**config.mk**
```make
export PLATFORM = sky130hd
export DESIGN_NAME = byte_write_packer
export DESIGN_NICKNAME = d
export VERILOG_FILES = /design/src/rtl/bwp_pkg.sv /design/src/rtl/bwp_lane_span.sv /design/src/rtl/bwp_word_buf.sv /design/src/rtl/byte_write_packer.sv
export SDC_FILE = /design/constraint.sdc
export NUM_CORES = 1
export LEC_CHECK = 0
export ABC_AREA = 1
export BUFFER_PORTS_ARGS = -buffer_cell sky130_fd_sc_hd__buf_2
export CAP_MARGIN = 30
export CELL_PAD_IN_SITES_DETAIL_PLACEMENT = 2
export CELL_PAD_IN_SITES_GLOBAL_PLACEMENT = 2
export CORE_MARGIN = 5
export CORE_UTILIZATION = 28
export CTS_CLUSTER_SIZE = 12
export DETAILED_ROUTE_END_ITERATION = 16
export HOLD_SLACK_MARGIN = 0.03
export PLACE_DENSITY_LB_ADDON = 0.1
export SYNTH_ARGS = -nofsm -noshare
export SYNTH_HDL_FRONTEND = slang
export SYNTH_SLANG_ARGS = --single-unit
export TNS_END_PERCENT = 100
```
**constraint.sdc**
```tcl
create_clock -name clk -period 2.83 [get_ports clk]
set_input_delay 0.283 -clock clk [delete_from_list [all_inputs] [get_ports clk]]
set_output_delay 0.283 -clock clk [all_outputs]
set_load 0.005 [all_outputs]
```
**src/rtl/bwp_pkg.sv**
```systemverilog
package bwp_pkg;
    localparam int LANES  = 4;
    localparam int LANE_W = 2;

    typedef enum logic [1:0] {
        ST_IDLE = 2'd0,
        ST_FILL = 2'd1,
        ST_PROG = 2'd2,
        ST_DONE = 2'd3
    } bwp_state_e;

    typedef enum logic [1:0] {
        STAT_OK    = 2'd0,
        STAT_RANGE = 2'd1,
        STAT_FAIL  = 2'd2
    } bwp_status_e;
endpackage

```
**src/rtl/bwp_lane_span.sv**
```systemverilog
// Works out how many caller bytes land in the current word and which lane is the last.
module bwp_lane_span #(
    parameter int LEN_W = 7
) (
    input  logic [1:0]       start_lane,
    input  logic [LEN_W-1:0] remaining,
    output logic [2:0]       nbytes,
    output logic [1:0]       last_lane
);
    logic [2:0] room;

    always_comb begin
        room = 3'd4 - {1'b0, start_lane};
        if (remaining < LEN_W'(room))
            nbytes = remaining[2:0];
        else
            nbytes = room;
        last_lane = start_lane + nbytes[1:0] - 2'd1;
    end
endmodule

```
**src/rtl/bwp_word_buf.sv**
```systemverilog
// Word assembly register: every lane returns to 0xFF on clear, one lane is written per byte.
module bwp_word_buf #(
    parameter int LANES = 4
) (
    input  logic               clk,
    input  logic               rst_n,
    input  logic               clear,
    input  logic               wr_en,
    input  logic [1:0]         wr_lane,
    input  logic [7:0]         wr_byte,
    output logic [8*LANES-1:0] word
);
    for (genvar g = 0; g < LANES; g++) begin : g_lane
        always_ff @(posedge clk or negedge rst_n) begin
            if (!rst_n)
                word[8*g +: 8] <= 8'hFF;
            else if (clear)
                word[8*g +: 8] <= 8'hFF;
            else if (wr_en && (wr_lane == 2'(g)))
                word[8*g +: 8] <= wr_byte;
        end
    end
endmodule

```
**src/rtl/byte_write_packer.sv**
```systemverilog
module byte_write_packer
    import bwp_pkg::*;
#(
    parameter int ADDR_W    = 6,
    parameter int DEV_BYTES = 64,
    parameter int LEN_W     = ADDR_W + 1
) (
    input  logic              clk,
    input  logic              rst_n,
    input  logic              req_valid,
    output logic              req_ready,
    input  logic [ADDR_W-1:0] req_addr,
    input  logic [LEN_W-1:0]  req_len,
    input  logic              in_valid,
    output logic              in_ready,
    input  logic [7:0]        in_byte,
    output logic              pgm_req,
    output logic [ADDR_W-1:0] pgm_addr,
    output logic [31:0]       pgm_data,
    input  logic              pgm_ack,
    input  logic              pgm_err,
    output logic              done,
    output logic [1:0]        status,
    output logic [LEN_W-1:0]  committed
);
    localparam int SUM_W = ADDR_W + 2;

    bwp_state_e        state, state_nx;
    bwp_status_e       stat_q;
    logic [ADDR_W-1:0] word_addr;
    logic [1:0]        start_lane, cur_lane, last_lane;
    logic [LEN_W-1:0]  remaining, commit_q;
    logic [2:0]        nbytes;
    logic [SUM_W-1:0]  end_sum;
    logic              over, accept, take, ack_ok, word_last, buf_clear;

    assign end_sum   = SUM_W'(req_addr) + SUM_W'(req_len);
    assign over      = end_sum > SUM_W'(DEV_BYTES);
    assign accept    = (state == ST_IDLE) && req_valid;
    assign take      = (state == ST_FILL) && in_valid;
    assign ack_ok    = (state == ST_PROG) && pgm_ack && !pgm_err;
    assign word_last = (remaining == LEN_W'(nbytes));
    assign buf_clear = accept || ack_ok;

    bwp_lane_span #(.LEN_W(LEN_W)) u_span (
        .start_lane (start_lane),
        .remaining  (remaining),
        .nbytes     (nbytes),
        .last_lane  (last_lane)
    );

    bwp_word_buf #(.LANES(LANES)) u_buf (
        .clk     (clk),
        .rst_n   (rst_n),
        .clear   (buf_clear),
        .wr_en   (take),
        .wr_lane (cur_lane),
        .wr_byte (in_byte),
        .word    (pgm_data)
    );

    // Next-state decode
    always_comb begin
        state_nx = state;
        unique case (state)
            ST_IDLE: if (req_valid)
                         state_nx = (req_len == '0 || over) ? ST_DONE : ST_FILL;
            ST_FILL: if (in_valid && cur_lane == last_lane)
                         state_nx = ST_PROG;
            ST_PROG: if (pgm_ack)
                         state_nx = (pgm_err || word_last) ? ST_DONE : ST_FILL;
            ST_DONE: state_nx = ST_IDLE;
            default: state_nx = ST_IDLE;
        endcase
    end

    // State register
    always_ff @(posedge clk or negedge rst_n) begin
        if (!rst_n) state <= ST_IDLE;
        else        state <= state_nx;
    end

    // Request datapath
    always_ff @(posedge clk or negedge rst_n) begin
        if (!rst_n) begin
            word_addr  <= '0;
            start_lane <= '0;
            cur_lane   <= '0;
            remaining  <= '0;
            commit_q   <= '0;
            stat_q     <= STAT_OK;
        end else if (accept) begin
            word_addr  <= {req_addr[ADDR_W-1:2], 2'b00};
            start_lane <= req_addr[1:0];
            cur_lane   <= req_addr[1:0];
            remaining  <= req_len;
            commit_q   <= '0;
            stat_q     <= (req_len != '0 && over) ? STAT_RANGE : STAT_OK;
        end else if (take) begin
            cur_lane   <= cur_lane + 2'd1;
        end else if (ack_ok) begin
            commit_q   <= commit_q + LEN_W'(nbytes);
            remaining  <= remaining - LEN_W'(nbytes);
            word_addr  <= word_addr + ADDR_W'(LANES);
            start_lane <= '0;
            cur_lane   <= '0;
        end else if (state == ST_PROG && pgm_ack) begin
            stat_q     <= STAT_FAIL;
        end
    end

    // Outputs
    always_comb begin
        req_ready = (state == ST_IDLE);
        in_ready  = (state == ST_FILL);
        pgm_req   = (state == ST_PROG);
        done      = (state == ST_DONE);
        pgm_addr  = word_addr;
        status    = stat_q;
        committed = commit_q;
    end
endmodule

```
After elaboration in Yosys (flattened, before gate mapping)
Cells that the tools add are included.
- add/subtract/negate cells: 8
- mux-type cells: 34
- equality and inequality tests: 13
- reduce and logical (&&, ||, !) cells: 28
- order comparisons: 2
- operator list (kind ; number):
    $mux 8 ; 8
    $mux 7 ; 6
    $mux 2 ; 14
    $mux 6 ; 3
    $reduce_bool 2->1 ; 6
    $logic_and 1x1->1 ; 10
    $add 6x7->8 ; 1
    $eq 2x2->1 const B ; 4
    $gt 8x7->1 const B ; 1
    $pmux 2 s4 ; 1
    $add 7x3->7 ; 1
    $eq 7x3->1 ; 1
    $logic_not 7->1 ; 1
    $lt 7x3->1 ; 1
    $reduce_bool 7->1 ; 1
    $sub 7x3->7 ; 1
    $add 6x3->6 const B ; 1
    $ne 2x2->1 const B ; 3
    $reduce_and 3->1 ; 2
    $eq 2x1->1 const B ; 2
    $logic_not 2->1 ; 2
    $ne 2x1->1 const B ; 2
    $logic_or 1x1->1 ; 3
    $mux 3 ; 1
    9 further kinds ; 9
- output and inout bits: 51
- logic and storage cells: 96
- input bits: 27
- flip-flop bits (word level): 60

Longest topological paths before layout
Gate-level depths: netlist (run 1).
- depth after elaboration: 9
- depth in mapped cells: 19
- gate-level depth less buffers: 19

By module
Synthesis (run 1) repeated with hierarchy kept, for this count alone.
- cell total of the unflattened synthesis: 457
- area, all modules: 3587.2 µm²
- by module, submodules not included (module ; area each (µm²) ; cells each ; sequential area each (µm²) ; times used):
    byte_write_packer ; 1958.1 ; 270 ; 650.6 ; 1
    bwp_word_buf ; 1418.9 ; 151 ; 840.8 ; 1
    bwp_lane_span ; 210.2 ; 36 ; 0.0 ; 1

Least setup slack after synthesis (run 1)
No wires, ideal clock.
- path kind: reg2reg
- start point: reg start_lane[0]
- end point: reg remaining[5]
- slack: -0.027 ns
- path buffers: 0
- data arrival time: 2.725 ns
- period minus slack after synthesis: 2.857 ns
- library setup time: 0.131 ns
- stages on the path, launching flop included: 16
- cell sequence: dfrtp_1 inv_1 ha_1 inv_1 ha_1 a21oi_1 nand3_4 o21ai_0 inv_1 ha_1 nand2_1 o21ai_0 o21ai_0 o21a_1 o221ai_1 o21ai_0
- cells in the longest elaborated chain, start to end: 7
- ends and longest elaborated chain (element ; RTL line ; text):
    start, declared ; byte_write_packer.sv:31 ; logic [1:0] start_lane, cur_lane, last_lane;
    start signal, assigned ; byte_write_packer.sv:94 ; start_lane <= req_addr[1:0];
    $sub 3x2->3 (*) ; bwp_lane_span.sv:13 ; room = 3'd4 - {1'b0, start_lane};
    $lt 7x3->1 ; bwp_lane_span.sv:14 ; if (remaining < LEN_W'(room))
    $mux 3 (*) ; bwp_lane_span.sv:14 ;
    $sub 7x3->7 (*) ; byte_write_packer.sv:103 ; remaining <= remaining - LEN_W'(nbytes);
    $mux 7 (*) ; byte_write_packer.sv:101 ; end else if (ack_ok) begin
    $mux 7 (*) ; byte_write_packer.sv:99 ; end else if (take) begin
    $mux 7 (*) ; byte_write_packer.sv:92 ; end else if (accept) begin
    end signal, assigned ; byte_write_packer.sv:96 ; remaining <= req_len;
    end signal, assigned ; byte_write_packer.sv:103 ;
    end, declared ; byte_write_packer.sv:32 ; logic [LEN_W-1:0] remaining, commit_q;
Every way passes the cells marked *; elsewhere a longest branch is shown, timed or not. The select of a mux whose other input is x is not followed.
A chain may end at the register's enable or synchronous reset.

Worst setup path in the final report (run 1)
- start point: reg start_lane[1]
- end point: reg commit_q[4], in the netlist committed[4]
- cells in the longest elaborated chain, start to end: 7
- ends and longest elaborated chain (element ; RTL line ; text):
    $sub 3x2->3 (*) ; bwp_lane_span.sv:13 ;
    $lt 7x3->1 ; bwp_lane_span.sv:14 ;
    $mux 3 (*) ; bwp_lane_span.sv:14 ;
    $add 7x3->7 (*) ; byte_write_packer.sv:102 ; commit_q <= commit_q + LEN_W'(nbytes);
    $mux 7 (*) ; byte_write_packer.sv:101 ;
    $mux 7 (*) ; byte_write_packer.sv:99 ;
    $mux 7 (*) ; byte_write_packer.sv:92 ;
    end signal, assigned ; byte_write_packer.sv:102 ;
    end, declared ; byte_write_packer.sv:32 ;
Marks and branches as above.

==> reports/metrics.csv, run 1 <==
metric;value;unit
first-pass GRT wire length;19500;um
endpoints failing setup;0;
Mapped Cells;433;
Final GP Congestion;0.818;
most common cell after layout, fill and taps aside;nor2_1;
Placed Cells;682;
FILL cells;1386;
DR pass1 iterations;4;
Worst slew margin;0.581;
CTS sink cnt;58;
CTS tree;done;
pre-CTS WS;-136;ps
crit-path max cell delay;390;ps
post-synthesis sequential area ratio;0.433;
vias in the first global route;3703;
RSZ-0062 raised after global routing;true;
clk_lat worst skew;330;ps
Period minus WS final;2790;ps
antenna fix cells;0;
Site Rows;40;
Avg Inst Size Synth;7.96;um^2
Seq cells post-synth;58;
nets@finish;586;
power per cell area;1240;nW/um^2
total of max-cap violations;0;
largest net degree at the start of global routing;59;
Hold Path Class;input port to register;
Die Ht;121;um
GRT Overall Usage;0.171;
setup TNS;0;ps
IO Port Bufs;75;
initial antenna violation count;0;
worst clock skew;5.44;ps
crit-path most repeated cell;nand2_2;
Setup Crit Path Kind;register to register;
drt wl/cell;17.2;um
total leakage power;2.14;nW
Core Box Area;12100;um^2
Critical Path Slowest Stage Cell;fa_2;
Final Instance Area;4610;um^2
die width;121;um
Routed WL;12200;um
Clock Path Buffers;2;
leading cell types in the layout, fill and taps excluded;113 x nor2_1, 75 x buf_2, 60 x nand2_1;
Final Cycle Share;0.985;
Cell Count, Final, Fillers Out;709;
Vias/cell;4.65;
vias;3296;
Worst Path Max Fanout;6;
mapped cell area;3450;um^2
FMAX;359;MHz
CP Data Arrival Time;3050;ps
first-iteration detailed-routing DRC count;133;
Worst VDD drop;0.372;mV
layout cell share with drive strength beyond 1;0.401;
worst endpoint required time;3090;ps
DRC viols;0;
# H-tree levels;3;
Antenna Nets Post-Route;0;
die area;14600;um^2
TritonCTS Buffers;9;
worst slew pin tran;629;ps
CTS root buf;clkbuf_16;
Top Ports;78;
Final Max Slew Viols;0;
critical path launch point type;register;
kind of cell adding the most delay to the critical path;adder cells;
YS warnings;0;
Crit path buffers/inverters;5;
status;completed;
DP Area;4100;um^2
Final Hold Fails;0;
synthesis-to-finish area growth;33.6;%
Yosys cell types;40;
Hold WS;243;ps
hpwl dp;9310;um
Initial Util;0.286;
CTS clk-pin slew, worst paths;50;ps
total congestion overflow;0;
CP endpoint kind;register;
CP cell instances;inv_2 > ha_4 > inv_4 > ha_4 > nand2_2 > inv_2 > nand2_4 > nand3_4 > nand2_2 > o21ai_4 > nand2_2 > fa_2 > inv_2 > nand2_2 > a21oi_2 > nand2_2 > inv_2 > o21ai_0 > a21oi_1;
Worst Setup Slack, final;41.7;ps
==> flip-flops by register name, summed over array words and instances, names as in the netlist <==
signal      count
u_buf.word     32
committed       7
remaining       7
pgm_addr        4
cur_lane        2
start_lane      2
state           2
status          2
==> cells by family after synthesis <==
group | after synthesis | share of synthesized area
AO/OA/AOI/OAI | 55 | 0.0998
buffers and inverters | 50 | 0.0617
other | 1 | 0.00109
flip-flops | 58 | 0.433
adder cells (fa/ha/maj) | 23 | 0.0900
XOR/XNOR | 7 | 0.0178
AND/OR/NAND/NOR | 239 | 0.297
==> metrics by stage <==
stage	power, mW	utilization
2_1_floorplan	3.11	-
3_3_place_gp	4.10	0.340
3_5_place_dp	4.24	0.340
4_1_cts	5.48	0.371
5_1_grt	6.23	0.382
6_report	5.72	0.382
==> power by group <==
part	leakage (nW)	internal, mW	switching [mW]	total, mW
registers	0.663	1.25	0.269	1.52
logic	1.34	1.36	1.82	3.18
clock network	0.140	0.616	0.405	1.02
==> area by class of cell <==
type | count | area, um^2 | area share
Multi-Input combinational cell | 326 | 1890 | 0.411
Sequential cell | 58 | 1490 | 0.324
Timing Repair Buffer | 100 | 578 | 0.125
Clock buffer | 10 | 239 | 0.0519
Tap cell | 168 | 210 | 0.0456
Inverter | 41 | 156 | 0.0339
Clock inverter | 6 | 38.8 | 0.00842
==> per-layer routing <==
| metal | track usage | up-vias | wire (um) |
|---|---|---|---|
| met2 | 0.325 | 65 | 6600 |
| met5 | 0 | - | 0 |
| met3 | 0.0392 | 16 | 468 |
| li1 | - | 1588 | - |
| met4 | 0.0588 | 0 | 194 |
| met1 | 0.185 | 1627 | 4920 |
==> cells in the mapped netlist (all sizes together) <==
| cell | n | area (um^2) |
|---|---|---|
| ha | 20 | 250 |
| xnor2 | 4 | 35.0 |
| a311oi | 1 | 8.76 |
| or2 | 10 | 62.6 |
| fa | 3 | 60.1 |
| conb | 1 | 3.75 |
| a31oi | 2 | 12.5 |
| o21bai | 1 | 11.3 |
| nor2 | 118 | 460 |
| o22ai | 3 | 18.8 |
| a21o | 1 | 7.51 |
| nand3 | 21 | 118 |
| o221ai | 3 | 26.3 |
| nor4 | 1 | 6.26 |
| nand4 | 3 | 18.8 |
| xor2 | 3 | 26.3 |
| o211ai | 5 | 37.5 |
| clkinv | 1 | 3.75 |
| dfrtp | 26 | 651 |
| nand2 | 83 | 344 |
| o21ai | 18 | 105 |
| a21oi | 18 | 93.8 |
| o31ai | 2 | 15.0 |
| inv | 40 | 150 |
| dfstp | 32 | 841 |
| nor3 | 3 | 15.0 |
| o21a | 1 | 7.51 |
| buf | 8 | 55.1 |
| clkbuf | 1 | 3.75 |
==> repair_timing <==
action                                  in CTS  in global routing
pin swaps                                    5                 10
hold buffers                                 1                  0
endpoints found under the hold margin       26                  0
gates resized for setup                     14                 27
setup buffers                                5                  5
endpoints found under the setup margin       7                 12
==> tightest hold or removal path: cells and delay by family <==
kind | cells | cell delay [ps]
buf+inv | 1 | 110
compound gates | 1 | 80
simple gates | 1 | 60
==> path summary, 6_finish.rpt <==
path,start,to,slack [ps],cells past startpoint
max,start_lane[1],committed[4],40,19
min,req_addr[3],pgm_addr[3],240,3
max reg2reg,start_lane[1],committed[4],40,19
min reg2reg,remaining[6],remaining[6],500,2
max in group asynchronous,rst_n,u_buf.word[14],2010,3
min in group asynchronous,rst_n,cur_lane[0],490,3
Note: power is estimated with default switching activity, not from simulation.
==> run 2: changes to the inputs <==
RECOVER_POWER = 25   (was default)
==> run 2 against run 1 <==
Net effect: the run now ends with max-capacitance violations, max-slew violations left; non-clock buffer count stayed put; sequential share of layout area is 0.11 points higher; clock skew hardly changed; register-to-register slack hardly changed; setup slack worse by 6.0 ps; critical path depth stayed put; global-route usage stayed put; total power hardly changed; clock-buffer cell count stayed put; worst hold slack hardly changed; critical endpoint unchanged; highest routed layer unchanged.
==> reports/metrics.csv, run 2 (synthesis results as in run 1) <==
metric;value;unit
Hold Path Class;input port to register;
Placed Cells;682;
initial antenna violation count;0;
Setup crit end;committed[4];
multi-input combinational cell area;1890;um^2
IO Port Bufs;75;
CP cell instances;inv_2 > ha_4 > inv_4 > ha_4 > nand2_2 > inv_2 > nand2_4 > nand3_4 > nand2_2 > o21ai_4 > nand2_2 > fa_2 > inv_2 > nand2_2 > a21oi_2 > nand2_2 > inv_2 > o21ai_0 > a21oi_1;
GRT Overall Usage;0.171;
vias;3327;
violated checks;max-capacitance violations, max-slew violations;
worst r2r dst;committed[4];
largest net degree at the start of global routing;59;
Top Ports;78;
worst slew pin tran;1520;ps
die width;121;um
Final GP Congestion;0.818;
endpoints failing setup;0;
RSZ-0062 raised after global routing;true;
Clock Path Buffers;2;
CTS sink cnt;58;
synthesis-to-finish area growth;33.2;%
CTS root buf;clkbuf_16;
Critical Path Slowest Stage Cell;fa_2;
# H-tree levels;3;
leading cell types in the layout, fill and taps excluded;113 x nor2_1, 75 x buf_2, 60 x nand2_1;
CP Data Arrival Time;3050;ps
status;finished, violations left;
hpwl dp;9310;um
Site Rows;40;
drt wl/cell;17.3;um
critical path launch point type;register;
FILL cells;1388;
CTS tree;done;
antenna fix cells;0;
Die Ht;121;um
Setup Crit Path Kind;register to register;
Final Cycle Share;0.987;
vias in the first global route;3703;
flop2flop setup slack;40;ps
first-iteration detailed-routing DRC count;129;
power per cell area;1250;nW/um^2
max reg flops;32;
Routed WL;12200;um
Register Area;1490;um^2
total leakage power;2.14;nW
Core Box Area;12100;um^2
DR pass1 iterations;4;
total of max-cap violations;1;
Worst Path Max Fanout;6;
CTS clk-pin slew, worst paths;50;ps
DP Area;4100;um^2
clk_lat worst skew;330;ps
most common cell after layout, fill and taps aside;nor2_1;
Worst slew margin;-0.0120;
Antenna Nets Post-Route;0;
Reg with most FFs;u_buf.word;
FMAX;358;MHz
die area;14600;um^2
first-pass GRT wire length;19500;um
Final Max Slew Viols;59;
Period minus WS final;2790;ps
CP startpoint;start_lane[1];
R2R Path Start;start_lane[1];
Initial Util;0.286;
crit-path most repeated cell;nand2_2;
TritonCTS Buffers;9;
crit-path max cell delay;390;ps
CP endpoint kind;register;
Final Instance Area;4590;um^2
worst endpoint required time;3090;ps
Cell Count, Final, Fillers Out;709;
DRC viols;0;
Final Hold Fails;0;
layout cell share with drive strength beyond 1;0.401;
Vias/cell;4.69;
reg2reg path depth;19;
total congestion overflow;0;
nets@finish;586;
worst clock skew;5.16;ps
Worst VDD drop;0.373;mV
setup TNS;0;ps
[run 2: cell count changes in the layout (fill, tap and decap cells not counted)]
cell      previous run  this run
buf_12               1         0
clkbuf_2             0         1
[run 2: power breakdown]
part	switching [mW]	internal (mW)
clock network	0.405	0.616
registers	0.269	1.25
logic	1.83	1.36
[run 2: worst min path at each step]
stage,startpoint,end,slack (ps),depth (start not counted)
2_1_floorplan,rst_n,committed[0],-10,0
3_3_place_gp,rst_n,cur_lane[0],320,2
3_5_place_dp,rst_n,cur_lane[0],320,2
4_1_cts,req_addr[3],pgm_addr[3],240,3
5_1_grt,req_addr[3],pgm_addr[3],240,3
6_report,req_addr[3],pgm_addr[3],240,3
[run 2: critical path, delay by kind of cell, from the launching register on]
| kind | cells | cell delay (ps) |
|---|---|---|
| buffers and inverters | 5 | 350 |
| DFF | 1 | 370 |
| adders and majority gates | 3 | 920 |
| and+or+nand+nor | 7 | 610 |
| AOI/OAI and AO/OA | 4 | 450 |
[run 2: repair_timing]
action,in CTS,in global routing
buffers inserted,5,5
resized for setup,14,27
endpoints found under the hold margin,26,0
endpoints found under the setup margin,7,12
hold buffers,1,0
gates cloned,0,0
pin swaps,5,10
[run 2: routing by layer]
| layer | wire length (um) | global-route usage | vias up |
|---|---|---|---|
| li1 | - | - | 1591 |
| met1 | 4920 | 0.185 | 1659 |
| met2 | 6650 | 0.325 | 64 |
| met3 | 473 | 0.0392 | 13 |
| met4 | 187 | 0.0588 | 0 |
| met5 | 0 | 0 | - |
[run 2: cell type report]
cell class / count / share of cell area
Clock buffer: 10 / 0.0520
Clock inverter: 6 / 0.00845
Inverter: 41 / 0.0341
Multi-Input combinational cell: 326 / 0.412
Sequential cell: 58 / 0.325
Tap cell: 168 / 0.0458
Timing Repair Buffer: 100 / 0.123
[run 2: stage by stage]
stage | hold slack (ps) | worst slack (ps) | util | total power, mW
2_1_floorplan | -12.6 | 56.0 | - | 3.11
3_3_place_gp | 321 | 83.9 | 0.340 | 4.10
3_5_place_dp | 324 | -136 | 0.340 | 4.24
4_1_cts | 240 | 1.54 | 0.371 | 5.48
5_1_grt | 240 | -129 | 0.381 | 6.23
6_report | 243 | 35.8 | 0.381 | 5.72
==> run 3: changes to the inputs <==
CTS_CLUSTER_DIAMETER = 50   (was default)
SYNTH_HIERARCHICAL = 1   (was default)
==> run 3 against run 2 <==
Net effect: total power up 19%; cell count rose by 4.7%; clock skew hardly changed; the flow finishes with violations (negative setup slack).
==> reports/metrics.csv, run 3 <==
metric;value;unit
FMAX;340;MHz
P_sw;2.96;mW
Post-synth EDFFs;0;
RSZ-0062 raised after global routing;true;
die width;123;um
most common cell after layout, fill and taps aside;nand2_1;
Site Rows;41;
Adder-Cell Fraction of Synth Area;0.0760;
hpwl dp;9390;um
CTS tree;done;
DRC viols;0;
Avg Inst Size Synth;7.85;um^2
violated checks;negative setup slack;
met3 wire length;318;um
total leakage power;2.47;nW
power per cell area;1410;nW/um^2
Setup Crit Path Kind;register to register;
Final Hold Fails;0;
crit-path max cell delay;390;ps
mux contribution to synthesized area;0;
antenna fix cells;0;
first-pass GRT wire length;20600;um
pre-CTS WS;-200;ps
Routed WL;13300;um
Post-Synth XOR/XNOR Area;0.00977;
post-synthesis sequential area ratio;0.416;
Hold Path Class;input port to register;
Clock power frac;0.165;
combinational family with the most area after synthesis;simple AND/OR/NAND/NOR gates;
worst slew pin tran;1480;ps
GRT Overall Usage;0.178;
CP Data Arrival Time;3150;ps
Mapped Cells;457;
Reg with most FFs;u_buf/word;
CP cell instances;inv_2 > ha_4 > inv_2 > ha_4 > nand2_2 > nand2_2 > nor2_4 > buf_4 > buf_4 > nand3_2 > nand2_2 > inv_1 > fa_2 > inv_2 > nand2_4 > a21oi_4 > nand2_2 > nor2_2 > and3_1 > nor3_2;
Final Max Slew Viols;0;
Met2 Wirelength;6550;um
post-synthesis simple-gate area fraction;0.333;
Antenna Nets Post-Route;0;
flop2flop setup slack;-110;ps
Clock Path Buffers;2;
max reg flops;32;
TritonCTS Buffers;9;
initial antenna violation count;0;
CP endpoint kind;register;
Die Ht;123;um
Final GP Congestion;0.797;
Top Ports;78;
final core occ;0.387;
ranking of synthesized cells by area;dfstp_2 23%, dfrtp_1 18%, nand2_1 14%;
switching share of power;0.433;
# H-tree levels;3;
sequential share of power;0.253;
synthesis-to-finish area growth;35.5;%
first-iteration detailed-routing DRC count;137;
Core Box Area;12600;um^2
Overall Power;6.83;mW
Worst Path Max Fanout;3;
Period minus WS final;2940;ps
combinational fraction of design power;0.582;
Worst VDD drop;0.331;mV
total of max-cap violations;0;
highest routed layer;met4;
Seq cells post-synth;58;
Async SR Flop Fraction;1.00;
Yosys cell types;38;
Placed Cells;713;
DR pass1 iterations;4;
post-synthesis compound-gate area fraction;0.0760;
crit-path most repeated cell;nand2_2;
top-count cell post-synth;nand2_1;
wl on met1;6190;um
Initial Util;0.285;
worst endpoint required time;3040;ps
die area;15200;um^2
Critical Path Slowest Stage Cell;dfrtp_1;
YS warnings;6;
CTS clk-pin slew, worst paths;60;ps
clk_lat worst skew;340;ps
largest net degree at the start of global routing;37;
share of the synthesized area in the top cell type;0.234;
vias in the first global route;3949;
Worst Setup Slack, final;-114;ps
most common library cells after synthesis;134 x nand2_1, 55 x nand3_1, 52 x inv_1;
total congestion overflow;0;
IO Port Bufs;75;
Final Cycle Share;1.04;
leading cell types in the layout, fill and taps excluded;127 x nand2_1, 67 x buf_2, 51 x nand3_1;
P_int;3.87;mW
critical path launch point type;register;
CTS sink cnt;58;
worst clock skew;5.13;ps
CTS root buf;clkbuf_16;
Worst slew margin;0.0121;
mapped cell area;3590;um^2
Top FF cell, synth;dfstp_2;
layout cell share with drive strength beyond 1;0.386;
status;finished, violations left;
Vias/cell;4.74;
endpoints failing setup;7;
vias;3515;
Cell Count, Final, Fillers Out;742;
dominant cell type by area after synthesis;dfstp_2;
drt wl/cell;17.9;um
nets@finish;613;
[run 3: cell count changes after synthesis, moves of 5 or more]
cell     delta
nand3_1    +35
o21ai_0     +7
buf_6       +5
nor2_1     -89
or2_2       -7
nand2_4     +6
nand2_1    +64
or2_1       +6
inv_1      +16
nand2_2     -7
[run 3: kinds of logic (layout without fill, tap and decap cells)]
group           after synthesis  in the layout
compound gates               49             49
xor+xnor                      4              4
fa+ha+maj                    20             20
buf+inv                      68            180
flops                        58             58
other cells                   1              2
simple gates                257            257
[run 3: per-stage QoR]
stage	instance area (um^2)	TNS (ps)	hold WS [ps]
floorplan	3590	0	-12.6
global placement	4220	-138	334
detailed placement	4220	-832	337
CTS	4630	-4.52	221
global route	4860	-1510	237
finish	4860	-350	231
[run 3: worst paths after layout]
check | start | end | cells after the start
worst max-delay path | start_lane[1] | committed[6] | 20
worst min register to register | status[0] | status[0] | 2
max in group asynchronous | rst_n | u_buf/word[25] | 3
worst min-delay path | req_addr[3] | pgm_addr[3] | 3
worst max register to register | start_lane[1] | committed[6] | 20
min in group asynchronous | rst_n | pgm_addr[3] | 2
[run 3: repair_timing]
| action | CTS | global route |
|---|---|---|
| setup endpoints to repair | 7 | 12 |
| pin swaps | 8 | 18 |
| hold buffers | 1 | 0 |
| gates resized for setup | 18 | 43 |
| buffers inserted | 4 | 9 |
| cloned | 0 | 0 |
| hold endpoints to repair | 10 | 0 |
[run 3: area by class of cell]
type	instances	area, um^2
fillers	1470	7710
multi-input cells	332	2020
flip-flops and latches	58	1490
repair buffers	108	619
clock buffers	12	256
inverters	57	219
well taps	172	215
clock inverters	3	40.0
[run 3: per-layer routing]
layer	global-route usage	up-vias
met5	0	-
met4	0.0727	0
met3	0.0284	14
met2	0.292	54
met1	0.235	1760
li1	-	1687
[run 3: critical path, delay by kind of cell (launching register included)]
family | cells | cell delay, ps
compound gates | 1 | 160
simple gates | 10 | 910
buf+inv | 6 | 540
flops | 1 | 390
fa+ha+maj | 3 | 790
[run 3: power groups by stage]
stage | sequential [mW] | combinational, mW | clock, mW
after floorplan | 1.68 | 1.92 | 0
after global placement | 1.71 | 3.03 | 0
after detailed placement | 1.72 | 3.18 | 0
after CTS | 1.72 | 3.37 | 1.16
after global routing | 1.79 | 4.46 | 1.19
final | 1.73 | 3.98 | 1.13
